==> config.mk <==
export PLATFORM = sky130hd
export DESIGN_NAME = alu_cc_unit
export DESIGN_NICKNAME = d
export VERILOG_FILES = /design/src/rtl/alu_cc_pkg.sv /design/src/rtl/alu_rst_sync.sv /design/src/rtl/alu_datapath.sv /design/src/rtl/alu_cc_reg.sv /design/src/rtl/alu_cond_eval.sv /design/src/rtl/alu_cc_unit.sv
export SDC_FILE = /design/constraint.sdc
export NUM_CORES = 1
export LEC_CHECK = 0
export CORE_ASPECT_RATIO = 0.9
export CORE_MARGIN = 1
export CORE_UTILIZATION = 41
export DETAILED_ROUTE_END_ITERATION = 6
export PLACE_DENSITY = 0.68
export SLEW_MARGIN = 20
export SYNTH_ARGS = -nofsm -noshare
export SYNTH_HDL_FRONTEND = slang
export SYNTH_SLANG_ARGS = --single-unit
==> constraint.sdc <==
create_clock -name clk -period 4.45 [get_ports clk]
set_input_delay 0.445 -clock clk [delete_from_list [all_inputs] [get_ports clk]]
set_output_delay 0.445 -clock clk [all_outputs]
set_load 0.02 [all_outputs]
==> src/rtl/alu_cc_pkg.sv <==
package alu_cc_pkg;

  typedef enum logic [1:0] {
    ALU_ADD = 2'd0,
    ALU_SUB = 2'd1,
    ALU_AND = 2'd2,
    ALU_XOR = 2'd3
  } alu_fn_e;

  localparam int unsigned CND_W = 4;

  typedef enum logic [CND_W-1:0] {
    CND_ALWAYS = 4'd0,
    CND_LE     = 4'd1,
    CND_LT     = 4'd2,
    CND_EQ     = 4'd3,
    CND_NE     = 4'd4,
    CND_GE     = 4'd5,
    CND_GT     = 4'd6
  } cnd_fn_e;

  typedef struct packed {
    logic ovf;
    logic zero;
    logic sign;
  } cc_t;

  localparam cc_t CC_RESET = '{ovf: 1'b0, zero: 1'b1, sign: 1'b0};

endpackage

==> src/rtl/alu_rst_sync.sv <==
module alu_rst_sync #(
  parameter int unsigned STAGES = 2
) (
  input  logic clk,
  input  logic rst_n_in,
  output logic rst_n_out
);
  logic [STAGES-1:0] chain_q;
  logic [STAGES-1:0] chain_d;

  always_comb begin
    chain_d = {chain_q[STAGES-2:0], 1'b1};
  end

  always_ff @(posedge clk or negedge rst_n_in) begin
    if (!rst_n_in) chain_q <= '0;
    else           chain_q <= chain_d;
  end

  assign rst_n_out = chain_q[STAGES-1];
endmodule

==> src/rtl/alu_datapath.sv <==
module alu_datapath
  import alu_cc_pkg::*;
#(
  parameter int unsigned W = 64
) (
  input  logic [W-1:0] src_a,
  input  logic [W-1:0] src_b,
  input  alu_fn_e      fn,
  output logic [W-1:0] res,
  output cc_t          cc_next
);
  localparam int unsigned MSB = W - 1;

  logic [W-1:0] sum_v;
  logic [W-1:0] dif_v;
  logic         ovf_v;

  always_comb begin
    sum_v = src_b + src_a;
    dif_v = src_b - src_a;
    unique case (fn)
      ALU_ADD: res = sum_v;
      ALU_SUB: res = dif_v;
      ALU_AND: res = src_b & src_a;
      default: res = src_b ^ src_a;
    endcase
  end

  always_comb begin
    unique case (fn)
      ALU_ADD: ovf_v = (src_a[MSB] == src_b[MSB]) && (sum_v[MSB] != src_b[MSB]);
      ALU_SUB: ovf_v = (src_a[MSB] != src_b[MSB]) && (dif_v[MSB] != src_b[MSB]);
      default: ovf_v = 1'b0;
    endcase
    cc_next.ovf  = ovf_v;
    cc_next.zero = (res == '0);
    cc_next.sign = res[MSB];
  end
endmodule

==> src/rtl/alu_cc_reg.sv <==
module alu_cc_reg
  import alu_cc_pkg::*;
(
  input  logic clk,
  input  logic rst_n,
  input  logic load,
  input  cc_t  cc_in,
  output cc_t  cc_q
);
  cc_t cc_d;

  always_comb begin
    cc_d = cc_q;
    if (load) cc_d = cc_in;
  end

  always_ff @(posedge clk or negedge rst_n) begin
    if (!rst_n) cc_q <= CC_RESET;
    else        cc_q <= cc_d;
  end


  flags_hold_chk: assert property (@(posedge clk) disable iff (!rst_n)
    !load |=> $stable(cc_q));
endmodule

==> src/rtl/alu_cond_eval.sv <==
module alu_cond_eval
  import alu_cc_pkg::*;
(
  input  cc_t              cc,
  input  logic [CND_W-1:0] sel,
  output logic             hit
);
  logic lt_v;

  always_comb begin
    lt_v = cc.sign ^ cc.ovf;
    case (cnd_fn_e'(sel))
      CND_ALWAYS: hit = 1'b1;
      CND_LE:     hit = lt_v | cc.zero;
      CND_LT:     hit = lt_v;
      CND_EQ:     hit = cc.zero;
      CND_NE:     hit = !cc.zero;
      CND_GE:     hit = !lt_v;
      CND_GT:     hit = !lt_v && !cc.zero;
      default:    hit = 1'b0;
    endcase
  end
endmodule

==> src/rtl/alu_cc_unit.sv <==
module alu_cc_unit
  import alu_cc_pkg::*;
#(
  parameter int unsigned W = 64
) (
  input  logic         clk,
  input  logic         rst_n,
  input  logic [W-1:0] a_val,
  input  logic [W-1:0] b_val,
  input  logic [1:0]   alu_fn,
  input  logic         set_flags,
  input  logic [3:0]   cond_fn,
  output logic [W-1:0] result,
  output logic         flag_of,
  output logic         flag_zf,
  output logic         flag_sf,
  output logic         cond_true
);
  logic rst_sync_n;
  cc_t  cc_next;
  cc_t  cc_cur;

  alu_rst_sync #(.STAGES(2)) u_rst (
    .clk       (clk),
    .rst_n_in  (rst_n),
    .rst_n_out (rst_sync_n)
  );

  alu_datapath #(.W(W)) u_dp (
    .src_a   (a_val),
    .src_b   (b_val),
    .fn      (alu_fn_e'(alu_fn)),
    .res     (result),
    .cc_next (cc_next)
  );

  alu_cc_reg u_cc (
    .clk   (clk),
    .rst_n (rst_sync_n),
    .load  (set_flags),
    .cc_in (cc_next),
    .cc_q  (cc_cur)
  );

  alu_cond_eval u_cnd (
    .cc  (cc_cur),
    .sel (cond_fn),
    .hit (cond_true)
  );

  assign flag_of = cc_cur.ovf;
  assign flag_zf = cc_cur.zero;
  assign flag_sf = cc_cur.sign;


  zero_capture_chk: assert property (@(posedge clk) disable iff (!rst_sync_n)
    set_flags |=> (flag_zf == ($past(result) == '0)));


  sign_capture_chk: assert property (@(posedge clk) disable iff (!rst_sync_n)
    set_flags |=> (flag_sf == $past(result[W-1])));


  add_overflow_chk: assert property (@(posedge clk) disable iff (!rst_sync_n)
    (set_flags && alu_fn == 2'd0) |=>
      (flag_of == (($past(a_val[W-1]) == $past(b_val[W-1])) &&
                   ($past(result[W-1]) != $past(b_val[W-1])))));


  logic_no_overflow_chk: assert property (@(posedge clk) disable iff (!rst_sync_n)
    (set_flags && alu_fn[1]) |=> !flag_of);


  bad_cond_false_chk: assert property (@(posedge clk) disable iff (!rst_sync_n)
    (cond_fn > 4'd6) |-> !cond_true);
endmodule

* Yosys cells after proc, flatten, opt, wreduce, memory -nomap -nowiden
Cells that the tools add are included.
W data, S select, Z words.
** Word-level totals
- Output and inout port bits :: 68
- Input port bits :: 137
- Bits in registers :: 5
** Operators by class
- $add $sub $neg :: 2
- Reduce and logical (&&, ||, !) cells :: 8
- Eq/ne operators :: 12
- Multiplexer cells :: 3
- Bitwise operators :: 4
** Operators by type and width (number)
- $pmux W64 S3 :: 1
- $add A64 B64 Y64 :: 1
- $and A64 B64 Y64 :: 1
- $logic_not A64 Y1 :: 1
- $sub A64 B64 Y64 :: 1
- $xor A64 B64 Y64 :: 1
- $eq A4 B3 Y1 const B :: 3
- $eq A4 B2 Y1 const B :: 2
- $pmux W1 S7 :: 1
- $eq A4 B1 Y1 const B :: 1
- $logic_not A4 Y1 :: 1
- $logic_and A1 B1 Y1 :: 3
- $ne A1 B1 Y1 :: 3
- $eq A2 B1 Y1 const B :: 1
- $eq A2 B2 Y1 const B :: 1
- $logic_not A1 Y1 :: 2
- $logic_not A2 Y1 :: 1
- $pmux W1 S2 :: 1
- $eq A1 B1 Y1 :: 1
- $or A1 B1 Y1 :: 1
- $xor A1 B1 Y1 :: 1

* Logic depth before layout (Yosys ltp)
- Depth in word-level cells :: 4
- Gate-level depth with buffers :: 17

* By module
From an unflattened synthesis, not the netlist that was laid out.
** Unflattened totals
- Cell total of the unflattened synthesis :: 1815
- Area, all modules :: 11551.1 um2
** Modules (own cells, without submodules)
- alu_datapath :: times used 1, cells an instance 1796, area each 11305.8 um2
- alu_cc_reg :: times used 1, cells an instance 6, area each 110.1 um2
- alu_cond_eval :: times used 1, cells an instance 10, area each 81.3 um2
- alu_rst_sync :: times used 1, cells an instance 3, area each 53.8 um2

* Worst setup path after synthesis
OpenSTA, ideal clock, no wires.
- Path type :: input to register
- From :: input a_val[8]
- To :: register u_cc.cc_q[1] in the netlist's numbering
- Path slack :: -0.055 ns
- Library setup time :: 0.089 ns
- Arrival :: 4.416 ns
- Cell stages on the path :: 16
- Cells stage by stage :: inv_1 -> ha_1 -> buf_6 -> or3_4 -> or4_1 -> nor2_2 -> o31ai_1 -> o211ai_1 -> o21ai_1 -> o21ai_1 -> xnor2_1 -> a21oi_1 -> or3_1 -> or4_1 -> or4_1 -> o32ai_2
** Between the ends
- Word-level cells in the longest chain between the ends :: 3
- Elaborated cells between the ends (all ways) :: 6
- Classes of those cells :: 2 x add/sub; 1 x mux; 2 x bitwise; 1 x reduce/logical
** RTL lines
- start: declaration :: RTL line alu_cc_unit.sv:8 : input logic [W-1:0] a_val,
- $sub A64 B64 Y64 or $add A64 B64 Y64 (tied branches) :: RTL line alu_datapath.sv:20, alu_datapath.sv:19
- $pmux W64 S3 (*) :: RTL line alu_datapath.sv:21 : unique case (fn)
- via result[48] :: RTL line alu_cc_unit.sv:13 : output logic [W-1:0] result,
- $logic_not A64 Y1 (*) :: RTL line alu_datapath.sv:36 : cc_next.zero = (res == '0);
- end signal: assignment :: RTL line alu_cc_reg.sv:18 : if (!rst_n) cc_q <= CC_RESET;
- end signal: assignment :: RTL line alu_cc_reg.sv:19 : else cc_q <= cc_d;
- end: declaration :: RTL line alu_cc_reg.sv:8 : output cc_t cc_q
Mark *: on every way through the listed nets, which the timed path passes. The rest lies on a longest branch.
A chain may end at the register's enable or synchronous reset.

* Final worst setup path
- From :: input a_val[5]
- To :: output result[13]
** Between the ends
- Word-level cells in the longest chain between the ends :: 2
- Elaborated cells between the ends (all ways) :: 3
- Classes of those cells :: 2 x add/sub; 1 x mux
** RTL lines (RTL line)
- $sub A64 B64 Y64 or $add A64 B64 Y64 (tied branches) :: alu_datapath.sv:20, alu_datapath.sv:19
- $pmux W64 S3 (*) :: alu_datapath.sv:21
- end: declaration :: alu_cc_unit.sv:13
Mark *: on every way between the ends. The rest lies on a longest branch, timed or not.

==> flow_summary.ini <==
[global_routing]
grt_max_degree = 72
antenna_found_initial = 1
grt-ovfl-total = 0
grtUsageTotal_pct = 43.3
grt_pass1_vias = 16972
grt_pass1_wl_mm = 90.5

[power_and_ir_drop]
power.density_nw_per_um2 = 177
p_int_mw = 1.71
seq_power_share_pct = 1.5
clkPwrFrac_pct = 4.2
max-vdd-ir-drop_uv = 122
swShare_pct = 51.0
share_comb_of_total_power_pct = 94.3
power.switching_mw = 1.79
power.leakage_nw = 9.01

[clock_tree]
cts_tree = yes
ctsHoldBuffers = 0
clkSinkCount = 5
clkSlewWorstSetupHoldPaths_ns = 0.03
clkLatencyLatePin_ns = 0.22
clockRootBuffer = clkbuf_16
cts-htree-levels = 1
cts_buffers = 3
ctsLongestPathBuffers = 2

[sta]
fin_ws_ns = -0.278
setup_viol = 6
clock_skew_ns = 0.000350
finalSetupTns_ns = -0.639
rsz0062_at_grt = true
finalCritPeriodShare_pct = 106
min_period_ns = 4.73
finalHoldViolations = 0
worst_slew_pin_slew_ns = 1.09
max_freq_ghz = 0.212
max_slew_margin_pct = 26.7
slew_violations = 0

[synthesis]
async_reset_ff_share_pct = 100
ys_ff_latch = 5
netlist_area_sq_um = 10500
synth_top_area_share_pct = 15.3
synth_nets = 1941
synth-edff-count = 0
synth.area.top_cells = ha_1 (15%), a21oi_1 (8.4%), nor2_1 (6.3%)
ys_seq_area_share_pct = 1.20
synth_warnings = 0
avgSynthCellArea_sq_um = 6.27
synth_cells = 1674
synth_ff_type = dfrtp_1
synth_largest_area_cell = ha_1
synth.distinct_cells = 94

[placement]
gp_congestion = 1.05
port_buffers = 204
hpwl_mm = 46.0
pre_cts_slack_ns = -1.09

[layout]
layout_commonest_cell = buf_4
synthToLayoutAreaGrowth_pct = 88.1
drive_above_1_share_pct = 41.0
num-nets-final = 2724
final_cell_mix = buf_4 (659), nor2_1 (164), nand2_1 (133)

[route]
wire_per_inst_microns = 22.1
met1_length_mm = 23.6
via_per_inst = 6.37
wl_mm = 61.9
drc = 0
drt_iter0_markers = 2455
top_layer = met4
first_pass_iters = 6
wl_met2_mm = 27.5
postRouteAntennaNets = 0
vias = 17822
wl_met3_mm = 6.61

[floorplanning]
start_util_pct = 41.8
die_h_microns = 154
die-area_sq_um = 26200
die_w_microns = 171
rows = 55
io_pins = 205
coreArea_sq_um = 25100

[worst_setup_path]
critPathLaunch = a_val[5]
critPathArrivalTime_ns = 4.28
end_kind = output port
rrSetupSlack_ns = 3.61
reg2reg_from = u_cc.cc_q[0]$_DFFE_PN0P_
path_class = in -> out
critPathLaunchType = input pin
worstPathRequired_ns = 4.01
path_max_fanout = 4
reg2regPathDepth = 1

[hold_path]
hold_path.class = reg -> async

[status]
violations = negative setup slack
status = complete, but fails checks

[flow_run]
cap_viol_max_count = 0
==> stage by stage <==
step | hold slack, ns | power [mW] | instance area [sq um] | cells | util [%]
detailed placement | 0.0449 | 2.83 | 17300 | 2740 | 68.8
floorplan | 0.0257 | 1.36 | 10500 | 1674 | -
finish | 0.0452 | 3.50 | 19700 | 2799 | 78.6
global placement | 0.0335 | 2.80 | 17300 | 2740 | 68.8
CTS | 0.0482 | 3.21 | 18900 | 2775 | 75.1
global route | 0.0551 | 3.66 | 19700 | 2799 | 78.6
==> worst max-delay path, cell delays in order <==
cell	delay [ns]
clkdlybuf4s50_1	0.44
buf_4	0.15
ha_2	0.22
nor2b_2	0.17
o211ai_1	0.25
buf_4	0.17
a2111oi_4	0.07
buf_4	0.17
nor4_1	0.91
a211oi_1	0.15
a21oi_1	0.19
nor2_1	0.06
nor2_1	0.23
clkdlybuf4s50_1	0.65
==> registers in the layout, indices dropped and copies added (netlist names) <==
register       cells
u_rst.chain_q      2
u_cc.cc_q          3
==> cell families (layout without fill, tap and decap cells) <==
group,count (synthesis),after routing,share of synthesized area (%)
AND/OR/NAND/NOR,610,610,28.6
AO/OA/AOI/OAI,604,604,38.2
buffers and inverters,240,1022,8.79
adder cells (fa/ha/maj),130,130,15.6
XOR/XNOR,51,51,4.26
multiplexers,33,33,3.34
flip-flops,5,5,1.20
other,1,2,0.0357
==> power by group through the flow <==
stage	sequential, mW	combinational, mW	clock, mW
after global placement	0.0534	2.74	0
after global routing	0.0539	3.45	0.151
final	0.0539	3.30	0.147
after floorplan	0.0566	1.30	0
after CTS	0.0538	3.00	0.148
after detailed placement	0.0539	2.77	0
==> Yosys cell counts (18+ instances only) <==
cell type  number
a211oi_1       27
mux2i_1        26
xnor2_1        41
nand3_1        34
nand2_1       139
a21oi_1       176
inv_1         132
nor2_1        177
o21ai_0       107
nor4_1         47
nand4_1        30
ha_1          128
a21o_1         24
nor2b_1        26
o31ai_1        29
a31oi_1        24
o21bai_1       26
o211ai_1       20
a221oi_1       18
nor3_1         62
clkbuf_1       78
==> per-layer routing <==
metal,vias up,global-route usage (%)
li1,7812,-
met4,0,22.3
met3,377,7.90
met2,1349,71.4
met5,-,0
met1,8284,53.5
==> layout make-up <==
cell class | instances | area [sq um]
inverters | 138 | 518
multi-input cells | 1429 | 11400
diodes | 1 | 2.50
repair buffers | 880 | 7220
fillers | 1796 | 5380
clock buffers | 4 | 78.8
well taps | 342 | 428
flip-flops and latches | 5 | 126
==> repair_timing <==
action,in CTS,in global routing
resized for setup,348,177
buffers inserted,34,23
pin swaps,83,68
endpoints found under the setup margin,51,43
cloned,0,1
==> final timing paths <==
path,to
hold reg to reg,u_cc.cc_q[2]$_DFFE_PN0P_
setup reg to reg,u_cc.cc_q[0]$_DFFE_PN0P_
setup / recovery,result[13]
hold / removal,u_cc.cc_q[2]$_DFFE_PN0P_
max in group asynchronous,u_rst.chain_q[0]$_DFF_PN0_
min in group clk,u_rst.chain_q[1]$_DFF_PN0_
Power figures use the tool's default switching activity.
